--- src/rtl/std_disp_pkg.sv ---
package std_disp_pkg;

    typedef enum logic {
        MODE_REG = 1'b0,
        MODE_CNT = 1'b1
    } disp_mode_e;

    typedef struct packed {
        logic       btn;
        disp_mode_e mode;
    } toggle_state_t;

endpackage

--- src/rtl/std_tick_divider.sv ---
module std_tick_divider #(
    parameter int DIV_W     = 16,
    parameter int TICK_LOG2 = 15
) (
    input  logic clk,
    input  logic rst,
    output logic tick_o
);
    localparam logic [DIV_W-1:0] ONE = DIV_W'(1);

    typedef struct packed {
        logic [DIV_W-1:0] div;
    } div_state_t;

    div_state_t st_d, st_q;

    always_comb begin
        st_d = st_q;
        if (rst) begin
            st_d.div = '0;
        end else begin
            st_d.div = st_q.div + ONE;
        end
    end

    always_ff @(posedge clk) begin
        st_q <= st_d;
    end

    // decode of the low field, used as an enable only
    assign tick_o = &st_q.div[TICK_LOG2-1:0];

endmodule

--- src/rtl/std_ref_counter.sv ---
module std_ref_counter #(
    parameter int CNT_W = 8
) (
    input  logic             clk,
    input  logic             rst,
    input  logic             tick_i,
    output logic [CNT_W-1:0] cnt_o
);
    localparam logic [CNT_W-1:0] ONE = CNT_W'(1);

    typedef struct packed {
        logic [CNT_W-1:0] cnt;
    } cnt_state_t;

    cnt_state_t st_d, st_q;

    always_comb begin
        st_d = st_q;
        if (rst) begin
            st_d.cnt = '0;          // clear wins over the tick
        end else if (tick_i) begin
            st_d.cnt = st_q.cnt + ONE;
        end
    end

    always_ff @(posedge clk) begin
        st_q <= st_d;
    end

    assign cnt_o = st_q.cnt;

endmodule

--- src/rtl/std_mode_toggle.sv ---
module std_mode_toggle
    import std_disp_pkg::*;
(
    input  logic       clk,
    input  logic       rst,
    input  logic       btn_i,
    output disp_mode_e mode_o
);
    toggle_state_t st_d, st_q;
    logic          press;

    assign press = btn_i & ~st_q.btn;

    always_comb begin
        st_d     = st_q;
        st_d.btn = btn_i;           // sampled in reset too, so no edge on release
        if (rst) begin
            st_d.mode = MODE_REG;
        end else if (press) begin
            st_d.mode = (st_q.mode == MODE_REG) ? MODE_CNT : MODE_REG;
        end
    end

    always_ff @(posedge clk) begin
        st_q <= st_d;
    end

    assign mode_o = st_q.mode;

endmodule

--- src/rtl/std_led_mux.sv ---
module std_led_mux
    import std_disp_pkg::*;
#(
    parameter int LED_W = 8
) (
    input  disp_mode_e       mode_i,
    input  logic [LED_W-2:0] cnt_hi_i,
    input  logic             seed_i,
    input  logic [LED_W-1:0] reg_i,
    output logic [LED_W-1:0] led_o
);
    logic sel_cnt;

    assign sel_cnt = (mode_i == MODE_CNT);

    for (genvar i = 0; i < LED_W; i++) begin : g_bit
        if (i == 0) begin : g_flag
            assign led_o[i] = sel_cnt ? seed_i : reg_i[i];
        end else begin : g_cnt
            assign led_o[i] = sel_cnt ? cnt_hi_i[i-1] : reg_i[i];
        end
    end

endmodule

--- src/rtl/slow_tick_display.sv ---
module slow_tick_display
    import std_disp_pkg::*;
#(
    parameter int DIV_W     = 16,
    parameter int TICK_LOG2 = 15,
    parameter int LED_W     = 8
) (
    input  logic             clk,
    input  logic             rst,
    input  logic             mode_btn_i,
    input  logic             seed_flag_i,
    input  logic [LED_W-1:0] reg_val_i,
    output logic [LED_W-1:0] led_o,
    output logic             tick_o
);
    logic [LED_W-1:0] cnt_w;
    disp_mode_e       mode_w;

    std_tick_divider #(
        .DIV_W    (DIV_W),
        .TICK_LOG2(TICK_LOG2)
    ) u_div (
        .clk   (clk),
        .rst   (rst),
        .tick_o(tick_o)
    );

    std_ref_counter #(
        .CNT_W(LED_W)
    ) u_cnt (
        .clk   (clk),
        .rst   (rst),
        .tick_i(tick_o),
        .cnt_o (cnt_w)
    );

    std_mode_toggle u_mode (
        .clk   (clk),
        .rst   (rst),
        .btn_i (mode_btn_i),
        .mode_o(mode_w)
    );

    std_led_mux #(
        .LED_W(LED_W)
    ) u_mux (
        .mode_i  (mode_w),
        .cnt_hi_i(cnt_w[LED_W-1:1]),
        .seed_i  (seed_flag_i),
        .reg_i   (reg_val_i),
        .led_o   (led_o)
    );

endmodule

--- config.mk ---
export PLATFORM = sky130hd
export DESIGN_NAME = slow_tick_display
export DESIGN_NICKNAME = d
export VERILOG_FILES = /design/src/rtl/std_disp_pkg.sv /design/src/rtl/std_tick_divider.sv /design/src/rtl/std_ref_counter.sv /design/src/rtl/std_mode_toggle.sv /design/src/rtl/std_led_mux.sv /design/src/rtl/slow_tick_display.sv
export SDC_FILE = /design/constraint.sdc
export NUM_CORES = 1
export LEC_CHECK = 0
export BUFFER_PORTS_ARGS = -buffer_cell sky130_fd_sc_hd__clkbuf_2
export CAP_MARGIN = 25
export CORE_MARGIN = 3
export CORE_UTILIZATION = 40
export DETAILED_ROUTE_END_ITERATION = 10
export SYNTH_ARGS = -nofsm -noshare
export SYNTH_HDL_FRONTEND = slang
export SYNTH_SLANG_ARGS = --single-unit
--- constraint.sdc ---
create_clock -name clk -period 2.2 [get_ports clk]
set_clock_uncertainty 0.15 [all_clocks]
set_input_delay 0.44 -clock clk [delete_from_list [all_inputs] [get_ports clk]]
set_output_delay 0.44 -clock clk [all_outputs]
set_load 0.01 [all_outputs]
After elaboration in Yosys (flattened, before gate mapping)
Cells that the tools add are included.
Word-level totals
  logic and storage cells: 18
  input bits: 12
  register bits: 26
  output and inout port bits: 9
Cells by class
  multiplexer cells: 9
  reduce and logical (&&, ||, !) cells: 1
  bitwise operators: 2
  add/sub/neg operators: 2
Operators by type and width (count)
  $add A16 B1 Y16 const B: 1
  $reduce_and A15 Y1: 1
  $mux W1: 9
  $add A8 B1 Y8 const B: 1
  $and A1 B1 Y1: 1
  $not A1 Y1: 1

Logic depth before layout (Yosys ltp)
Gate-level depths: netlist of the first run.
  word-level depth: 2
  mapped depth: 6
  gate-level depth less buffers: 5

Hierarchy
Synthesis of the first run repeated with hierarchy kept, for this count alone.
Unflattened totals
  cells, all modules: 126
  area, all modules: 1207.4 um^2
By module, submodules not included
  std_tick_divider: seq. area each 300.3 um^2, cells each 74, instances 1, area each 668.1 um^2
  std_ref_counter: seq. area each 160.2 um^2, cells each 37, instances 1, area each 339.1 um^2
  std_led_mux: seq. area each 0.0 um^2, cells each 9, instances 1, area each 131.4 um^2
  std_mode_toggle: seq. area each 40.0 um^2, cells each 6, instances 1, area each 68.8 um^2

Least setup slack after synthesis of the first run
OpenSTA, ideal clock, no wires.
  kind: register to output
  start: reg u_div.st_q[0] (netlist name)
  end: out tick_o
  slack: 0.110 ns
  arrival: 1.500 ns
  required time: 1.610 ns
  cell stages (with the launch flop): 6
  buffers on the path: 1
  cells stage by stage: dfxtp_1 ha_1 nand4_2 or4_4 buf_2 inv_1
On the way
  cells in the longest elaborated chain, start to end: 1
Ends and longest elaborated chain
  from (decl): line std_tick_divider.sv:15  | div_state_t st_d, st_q;
  from (signal assigned): line std_tick_divider.sv:27  | st_q <= st_d;
  $reduce_and A15 Y1: line std_tick_divider.sv:31  | assign tick_o = &st_q.div[TICK_LOG2-1:0];
  to (decl): line slow_tick_display.sv:14  | output logic tick_o
Every way passes these cells.

Final worst setup path of the first run
  start: reg u_div.st_q[1] (netlist name)
  end: out tick_o
The elaborated chain is that of the path after synthesis.

==> results of run 1 <==
## power groups by stage
stage	sequential, mW	combinational, mW	clock (mW)
finish	0.470	0.0735	0.198
floorplan	0.474	0.0450	0
CTS	0.471	0.0746	0.209
detailed placement	0.479	0.0728	0
global route	0.471	0.0818	0.228
global placement	0.478	0.0700	0
## cell usage after synthesis, types with 3 or more instances
cell,instances
mux2_2,8
nand3_1,8
nor3_1,4
dfxtp_1,25
nor2_1,18
clkbuf_1,4
xor2_1,3
a21oi_1,9
xnor2_1,9
inv_1,7
o21ai_0,5
nand2_1,4
or3_1,5
## registers in the layout (all words and copies together) (netlist names)
name / count
u_div.st_q: 15
u_cnt.cnt_o: 8
u_mode.mode_o: 1
u_mode.st_q: 1
## placed cells by master (no fill, tap or decap), types with 3 or more instances in the layout
master and count:
clkbuf_2 19, o21ai_0 5, nand3_1 8, clkbuf_4 3, buf_4 7, nor3_1 4, nand2_1 4, or3_1 5
nor2_1 18, dfxtp_2 5, a21oi_1 9, xnor2_1 9, dfxtp_1 18, mux2_2 8, xor2_1 3, inv_1 7
## through the flow
| stage | worst slack (ns) | TNS (ns) | hold slack (ns) |
|---|---|---|---|
| 2_1_floorplan | 0.1104 | 0 | 0.2799 |
| 3_3_place_gp | 0.08676 | 0 | 0.3117 |
| 3_5_place_dp | -0.008787 | -0.008787 | 0.3306 |
| 4_1_cts | 0.008875 | 0 | 0.07002 |
| 5_1_grt | -0.03125 | -0.03125 | 0.06549 |
| 6_report | 0.04139 | 0 | 0.07711 |
## worst paths after layout
check                              startpoint                           to  slack [ns]  cells after the start
setup / recovery     u_div.st_q[1]$_SDFF_PP0_                       tick_o        0.04                      5
hold / removal                     mode_btn_i       u_mode.st_q[1]$_DFF_P_        0.08                      1
setup reg to reg     u_div.st_q[1]$_SDFF_PP0_  u_cnt.cnt_o[5]$_SDFFE_PP0P_        0.06                      6
hold reg to reg   u_cnt.cnt_o[7]$_SDFFE_PP0P_  u_cnt.cnt_o[7]$_SDFFE_PP0P_        0.36                      2
## per-layer routing
metal	track usage [%]	routed length, um	vias to the layer above
met1	19.97	1060	473
met3	3.888	137	4
li1	-	-	508
met2	25.93	1167	19
met5	0	0	-
met4	3.797	21	0
## cell families (layout without fill, tap and decap cells)
kind of cell               count (synthesis)  count (layout)
DFF                                       25              25
xor gates and xnor gates                  12              12
adders and majority gates                  2               2
and+or+nand+nor                           53              53
muxes                                      9               9
AOI/OAI and AO/OA                         18              18
buffers and inverters                     12              38
## worst reg2reg max path, cell delays in order (launching register included)
cell	delay [ns]
dfxtp_4	0.38
ha_4	0.16
nand4_4	0.10
or4_4	0.44
buf_4	0.20
or4_1	0.47
a21oi_1	0.17
## repair_timing
item / 4_1_cts / 5_1_grt
pin swaps: 2 / 0
setup buffers: 1 / 0
gates resized for setup: 7 / 7
endpoints found under the setup margin: 3 / 3
hold buffers: 0 / 0
## area by class of cell
type	count	area share [%]
multi-input combinational	94	46.13
sequential	25	36.60
timing repair buffer	27	10.86
tap	30	2.671
clock buffer	4	1.870
inverter	7	1.870
==> impl_metrics.py, run 1 <==
metrics = {
    "outcome": {
        "status": "finished, final reports clean",
    },
    "critical_path": {
        "cp_data_required_time_ns": 1.61,
        "critPathCaptureType": "output port",
        "cp_max_fo": 3,
        "path_cells": "ha_4, nand4_4, or4_4, inv_1, buf_2",
        "cp_data_arrival_time_ns": 1.57,
        "crit_buf_inv": 2,
        "worst_setup_path_start_kind": "flip-flop",
        "crit_family": "simple AND/OR/NAND/NOR gates",
        "cp_slowest_stage_delay_ns": 0.44,
        "path_class": "flip-flop to output port",
        "cp_slowest_cell": "or4_4",
    },
    "timing": {
        "fmax_mhz": 463.3,
        "relSlewSlack_pct": 73.01,
        "setup_violations": 0,
        "layout_min_cycle_time_ns": 2.159,
        "worst_slew_pin_slew_ns": 0.4043,
        "rsz0062_at_grt": "yes",
        "post-route-period-util_pct": 98.12,
        "finalHoldViolations": 0,
        "slew_violations": 0,
    },
    "final_layout": {
        "fillers": 271,
        "regArea_um2": 514.2,
        "drive_gt1_share_pct": 33.12,
        "final_nets": 172,
        "synthToLayoutAreaGrowth_pct": 20.62,
        "fin_util_pct": 53.78,
        "final_area_um2": 1405,
        "antenna_cells": 0,
        "multi_input_area_um2": 648.1,
        "instances_no_fill": 187,
    },
    "cts": {
        "numClockSinks": 25,
        "cts_tree": "yes",
        "clock-root-buffer": "clkbuf_4",
        "clock_latency_ns": 0.31,
        "numCtsBuffers": 3,
        "clockBufferDepth": 2,
        "htree_levels": 1,
        "path_clk_slew_ns": 0.13,
    },
    "power": {
        "internal_power_mw": 0.5706,
        "finalPower_mw": 0.7412,
        "ir_drop_uv": 549.2,
        "power_leakage_nw": 0.5313,
        "switchingPower_mw": 0.1706,
        "switching_share_pct": 23.02,
        "p_per_area_nw_per_um2": 527.5,
        "p_comb_share_pct": 9.9,
        "power_frac_clock_pct": 26.7,
        "p_seq_share_pct": 63.3,
    },
    "synthesis": {
        "netlist_area_um2": 1165,
        "ys_warn_count": 0,
        "synth_seq_cells": 25,
        "synth_nets": 145,
        "synthXorXnorAreaFrac_pct": 9.023,
        "synth_top_family_by_area": "simple AND/OR/NAND/NOR gates",
        "async_flop_share_pct": 0,
        "yosysTopAreaCellShare_pct": 42.96,
        "synth.yosys.seq_area_share_pct": 42.96,
        "synthCells": 131,
        "synth.area.mux_share_pct": 8.593,
        "synth_area_leaders": "dfxtp_1, mux2_2, xnor2_1, nor2_1, a21oi_1",
        "synth-compound-area-share_pct": 8.808,
        "synthAdderAreaFrac_pct": 2.148,
        "synth-edff-count": 0,
        "ys.flop_type": "dfxtp_1",
        "synth_area_per_cell_um2": 8.892,
        "synth_top_cell_by_area": "dfxtp_1",
        "synthSimpleGateAreaFrac_pct": 24.49,
        "yosysUniqueCellTypes": 27,
    },
    "flow_run": {
        "maxCapViolations": 0,
    },
    "global_route": {
        "grt_use_total_pct": 15.55,
        "grt_start_max_net_pins": 19,
        "grt_overflow": 0,
        "grt_pass1_vias": 982,
        "grt_pass1_wl_um": 4257,
        "grt_antenna_before_repair": 0,
    },
    "drt": {
        "drc": 0,
        "vias": 1004,
        "dr.pass1.iters": 4,
        "viasPerCell": 5.369,
        "post_drt_wl_per_cell_um": 12.76,
        "wl_um": 2386,
        "drtIter0Drc": 35,
        "drtAntennaViolNets": 0,
    },
    "place": {
        "place_area_um2": 1328,
        "io_buffer_count": 20,
        "dpl.hpwl_um": 1792,
        "placedCellCount": 182,
        "gp_congestion": 0.7801,
    },
    "floorplan": {
        "initial_core_util_pct": 44.59,
        "die_x_um": 59.97,
        "coreArea_um2": 2613,
        "dieHeight_um": 59.97,
        "row_count": 18,
        "pin_count": 21,
        "dieArea_um2": 3596,
    },
    "hold_path": {
        "hp-class": "primary input to flip-flop",
    },
}
Power figures use the tool's default switching activity.
==> run 2: changes to the inputs <==
- clock period: 2.2 -> 2.1 ns (I/O delays scaled with it)
==> impl_metrics.py, run 2 (same netlist as run 1, synthesis figures left out) <==
metrics = {
    "cts": {
        "path_clk_slew_ns": 0.13,
        "numCtsBuffers": 3,
        "numClockSinks": 25,
        "htree_levels": 1,
        "hold_buffers": 0,
        "clockBufferDepth": 2,
        "clock_latency_ns": 0.31,
        "clock-root-buffer": "clkbuf_4",
        "cts_tree": "yes",
    },
    "global_route": {
        "grt_start_max_net_pins": 19,
        "grt_overflow": 0,
        "grt_pass1_wl_um": 4195,
        "grt_use_total_pct": 15.33,
        "grt_antenna_before_repair": 0,
        "grt_pass1_vias": 991,
    },
    "critical_path": {
        "cp_data_arrival_time_ns": 1.55,
        "worst_setup_path_start_kind": "flip-flop",
        "r2r_slack_ns": 0,
        "cp-endpoint": "tick_o",
        "r2r-start": "u_div.st_q[0]$_SDFF_PP0_",
        "cp_data_required_time_ns": 1.53,
        "cp_max_fo": 2,
        "crit-reg2reg-capture": "u_cnt.cnt_o[7]$_SDFFE_PP0P_",
        "path_class": "flip-flop to output port",
        "rr_worst_depth": 6,
        "startpoint": "u_div.st_q[0]$_SDFF_PP0_",
        "critPathCaptureType": "output port",
    },
    "floorplan": {
        "pin_count": 21,
        "die_x_um": 59.97,
        "coreArea_um2": 2613,
        "row_count": 18,
        "initial_core_util_pct": 44.59,
        "dieArea_um2": 3596,
        "dieHeight_um": 59.97,
    },
    "power": {
        "p_seq_share_pct": 63.0,
        "internal_power_mw": 0.6016,
        "p_comb_share_pct": 10.7,
        "power_leakage_nw": 0.5671,
        "switchingPower_mw": 0.1821,
        "p_per_area_nw_per_um2": 534.4,
        "ir_drop_uv": 590.7,
        "switching_share_pct": 23.23,
        "power_frac_clock_pct": 26.4,
    },
    "drt": {
        "wl_um": 2324,
        "drtAntennaViolNets": 0,
        "dr.pass1.iters": 2,
        "drc": 0,
        "viasPerCell": 5.272,
        "post_drt_wl_per_cell_um": 11.92,
        "drtIter0Drc": 11,
        "vias": 1028,
    },
    "final_layout": {
        "drive_gt1_share_pct": 38.18,
        "mostFrequentLayoutCells": "clkbuf_2, nor2_1, dfxtp_1, buf_4, xnor2_1",
        "largest_register_ffs": 15,
        "synthToLayoutAreaGrowth_pct": 25.89,
        "antenna_cells": 0,
        "mostFrequentLayoutCell": "clkbuf_2",
        "final_nets": 180,
        "fillers": 241,
        "top_register": "u_div.st_q",
    },
    "outcome": {
        "status": "finished, violations left",
        "violations": "negative setup slack",
    },
    "timing": {
        "post-route-period-util_pct": 101.1,
        "holdWs_ns": 0.06330,
        "rsz0062_at_grt": "yes",
        "relSlewSlack_pct": 73.75,
        "setup_violations": 1,
        "fin_ws_ns": -0.02302,
        "worst_slew_pin_slew_ns": 0.3932,
        "fmax_mhz": 471.0,
        "layout_min_cycle_time_ns": 2.123,
        "slew_violations": 0,
        "finalHoldViolations": 0,
    },
    "place": {
        "gp_congestion": 0.7409,
        "place_ws_ns": -0.01351,
        "dpl.hpwl_um": 1706,
        "io_buffer_count": 20,
    },
    "hold_path": {
        "hp-class": "primary input to flip-flop",
    },
    "flow_run": {
        "maxCapViolations": 0,
    },
}
run 2: cell count changes in the layout (fill, tap and decap cells not counted):
cell      previous run  this run
buf_2                1         0
inv_1                7         6
a21oi_1              9         8
dfxtp_4              2         0
buf_6                0         2
dfxtp_2              5         7
clkbuf_1             1         0
nand4_4              2         1
nand4_2              0         1
a21oi_2              0         1
inv_2                0         1
clkinv_2             0         1
buf_4                7        14
run 2: power by group through the flow:
stage | sequential [mW] | combinational (mW) | clock, mW
floorplan | 0.497 | 0.0471 | 0
global placement | 0.500 | 0.0780 | 0
detailed placement | 0.501 | 0.0804 | 0
CTS | 0.493 | 0.0821 | 0.223
global route | 0.496 | 0.0948 | 0.240
finish | 0.493 | 0.0837 | 0.207
run 2: how the worst min path moves through the flow:
| stage | start | endpoint | cells after the start |
|---|---|---|---|
| 6_report | mode_btn_i | u_mode.st_q[1]$_DFF_P_ | 1 |
| 5_1_grt | mode_btn_i | u_mode.st_q[1]$_DFF_P_ | 1 |
| 4_1_cts | mode_btn_i | u_mode.st_q[1]$_DFF_P_ | 1 |
| 3_5_place_dp | u_cnt.cnt_o[7]$_SDFFE_PP0P_ | u_cnt.cnt_o[7]$_SDFFE_PP0P_ | 2 |
| 3_3_place_gp | u_cnt.cnt_o[7]$_SDFFE_PP0P_ | u_cnt.cnt_o[7]$_SDFFE_PP0P_ | 2 |
| 2_1_floorplan | u_div.st_q[0]$_SDFF_PP0_ | u_div.st_q[0]$_SDFF_PP0_ | 1 |
run 2: what timing repair did:
action / in CTS / in global routing
resized for setup: 9 / 6
pin swaps: 1 / 1
endpoints found under the setup margin: 3 / 4
setup buffers: 1 / 2
run 2: cell type report:
cell class	count	area (um2)	area share, %
inverter	7	26.28	1.792
timing repair buffer	35	222.7	15.19
multi-input combinational	94	643.1	43.86
clock buffer	3	22.52	1.536
sequential	25	509.2	34.73
tap	30	37.54	2.560
clock inverter	1	5.005	0.3413
run 2: per-layer routing:
layer	GRT usage, %	vias up	wire length, um
met2	28.86	17	1211
li1	-	527	-
met5	0	-	0
met3	4.752	2	90
met1	16.56	482	1007
met4	3.165	0	15
run 2: per-stage QoR:
stage / utilization [%] / total power, mW / TNS [ns] / cells / instance area (um2)
after floorplan: - / 0.5440 / 0 / 131 / 1165
after global placement: 52.54 / 0.5781 / 0 / 188 / 1373
after detailed placement: 52.54 / 0.5819 / -0.01351 / 188 / 1373
after CTS: 54.65 / 0.7979 / -0.06414 / 193 / 1428
after global routing: 56.13 / 0.8309 / -0.2472 / 195 / 1466
final: 56.13 / 0.7837 / -0.02302 / 195 / 1466
run 2: worst max-delay path: stages (launching register included):
cell and delay [ns]:
dfxtp_2 0.38, ha_4 0.15, nand4_4 0.10, or4_4 0.45, inv_2 0.07, buf_6 0.09
==> run 3: changes to the inputs <==
- CORE_MARGIN: 3 -> not set
- RECOVER_POWER: not set -> 25
==> impl_metrics.py, run 3 (same netlist as run 1, synthesis figures left out) <==
metrics = {
    "timing": {
        "relSlewSlack_pct": 73.53,
        "slew_violations": 0,
        "fmax_mhz": 471.1,
        "post-route-period-util_pct": 101.1,
        "rsz0062_at_grt": "yes",
        "layout_min_cycle_time_ns": 2.122,
        "holdWs_ns": 0.04769,
        "setup_violations": 2,
        "worst_slew_pin_slew_ns": 0.3965,
        "fin_ws_ns": -0.02248,
        "finalHoldViolations": 0,
    },
    "floorplan": {
        "dieArea_um2": 3132,
        "row_count": 19,
        "dieHeight_um": 55.97,
        "initial_core_util_pct": 42.24,
        "coreArea_um2": 2758,
        "die_x_um": 55.97,
        "pin_count": 21,
    },
    "global_route": {
        "grt_antenna_before_repair": 0,
        "grt_pass1_wl_um": 3843,
        "grt_pass1_vias": 947,
        "grt_overflow": 0,
        "grt_start_max_net_pins": 23,
        "grt_use_total_pct": 15.27,
    },
    "final_layout": {
        "antenna_cells": 0,
        "mostFrequentLayoutCell": "clkbuf_2",
        "top_register": "u_div.st_q",
        "largest_register_ffs": 15,
        "final_nets": 177,
        "drive_gt1_share_pct": 36.42,
        "synthToLayoutAreaGrowth_pct": 23.63,
        "instances_no_fill": 193,
        "mostFrequentLayoutCells": "clkbuf_2, nor2_1, dfxtp_1, buf_4, xnor2_1",
    },
    "cts": {
        "htree_levels": 1,
        "cts_tree": "yes",
        "path_clk_slew_ns": 0.15,
        "clock-root-buffer": "clkbuf_4",
        "hold_buffers": 0,
        "clock_latency_ns": 0.32,
        "clockBufferDepth": 2,
        "numCtsBuffers": 3,
        "numClockSinks": 25,
    },
    "place": {
        "gp_congestion": 0.7218,
        "placedCellCount": 187,
        "dpl.hpwl_um": 1670,
        "io_buffer_count": 20,
    },
    "critical_path": {
        "cp_max_fo": 2,
        "crit-reg2reg-capture": "u_cnt.cnt_o[7]$_SDFFE_PP0P_",
        "r2r-start": "u_div.st_q[0]$_SDFF_PP0_",
        "critPathCaptureType": "output port",
        "cp_data_required_time_ns": 1.53,
        "path_class": "flip-flop to output port",
        "worst_setup_path_start_kind": "flip-flop",
        "cp_data_arrival_time_ns": 1.55,
        "rr_worst_depth": 6,
        "r2r_slack_ns": -0.01,
    },
    "drt": {
        "vias": 991,
        "post_drt_wl_per_cell_um": 11.66,
        "dr.pass1.iters": 3,
        "drtIter0Drc": 17,
        "wl_um": 2251,
        "drc": 0,
        "viasPerCell": 5.135,
        "drtAntennaViolNets": 0,
    },
    "power": {
        "power_frac_clock_pct": 27.5,
        "p_comb_share_pct": 10.1,
        "switching_share_pct": 24.03,
        "finalPower_mw": 0.7906,
        "internal_power_mw": 0.6006,
        "p_per_area_nw_per_um2": 549.0,
        "power_leakage_nw": 0.5423,
        "switchingPower_mw": 0.1900,
        "p_seq_share_pct": 62.3,
        "ir_drop_uv": 430.2,
    },
    "hold_path": {
        "hold_end": "u_mode.st_q[1]$_DFF_P_",
        "min-delay-start": "mode_btn_i",
        "hold_path_depth": 1,
        "hp-class": "primary input to flip-flop",
    },
    "outcome": {
        "violations": "negative setup slack",
        "status": "finished, violations left",
    },
    "flow_run": {
        "maxCapViolations": 0,
    },
}
-- run 3: cell types whose count changed in the layout (fill, tap and decap cells not counted), sizes merged --
cell | before | now
buf | 16 | 12
clkinv | 1 | 0
clkinvlp | 0 | 1
clkbuf | 22 | 23
-- run 3: worst max path at each step --
stage	startpoint	to	slack, ns	depth (start not counted)
after global placement	u_div.st_q[1]$_SDFF_PP0_	u_cnt.cnt_o[7]$_SDFFE_PP0P_	0.05	5
final	u_div.st_q[0]$_SDFF_PP0_	tick_o	-0.02	5
after global routing	u_div.st_q[0]$_SDFF_PP0_	tick_o	-0.1	5
after floorplan	u_div.st_q[0]$_SDFF_PP0_	u_cnt.cnt_o[7]$_SDFFE_PP0P_	0.03	5
after CTS	u_div.st_q[0]$_SDFF_PP0_	tick_o	-0.06	5
after detailed placement	u_div.st_q[1]$_SDFF_PP0_	u_cnt.cnt_o[7]$_SDFFE_PP0P_	-0.003	5
-- run 3: cell type report --
class	count	area, um2
well taps	31	38.79
clock buffers	3	22.52
inverters	7	26.28
clock inverters	1	7.507
fillers	286	1318
repair buffers	32	192.7
flip-flops and latches	25	509.2
multi-input cells	94	643.1
-- run 3: metal layers --
metal | wire [um] | track usage [%] | vias up
met3 | 52 | 2.093 | 2
met5 | 0 | 0 | -
met4 | 17 | 6.969 | 0
li1 | - | - | 517
met2 | 1160 | 27.21 | 10
met1 | 1020 | 18.04 | 462
-- run 3: power by group through the flow --
stage               registers [mW]  clock network (mW)  logic, mW
floorplan                    0.497                   0     0.0471
global placement             0.501                   0     0.0739
detailed placement           0.502                   0     0.0762
CTS                          0.494               0.229     0.0825
global route                 0.495               0.241     0.0878
finish                       0.493               0.218     0.0801
-- run 3: stage by stage --
step	setup TNS (ns)	area, um2	setup WS (ns)	utilization (%)
after CTS	-0.08127	1433	-0.06189	51.95
after global routing	-0.3518	1440	-0.09986	52.22
after detailed placement	-0.003860	1359	-0.003243	49.27
final	-0.02848	1440	-0.02248	52.22
after floorplan	0	1165	0.02849	-
after global placement	0	1359	0.04653	49.27
-- run 3: repair_timing --
| action | 4_1_cts | 5_1_grt |
|---|---|---|
| pin swaps | 1 | 0 |
| resized for setup | 10 | 4 |
| setup buffers | 2 | 0 |
| endpoints found under the setup margin | 5 | 5 |
-- run 3: worst max-delay path: stages (launching register included) --
cell and delay [ns]:
dfxtp_2 0.38, ha_4 0.15, nand4_4 0.10, or4_4 0.44, inv_2 0.07, buf_6 0.09
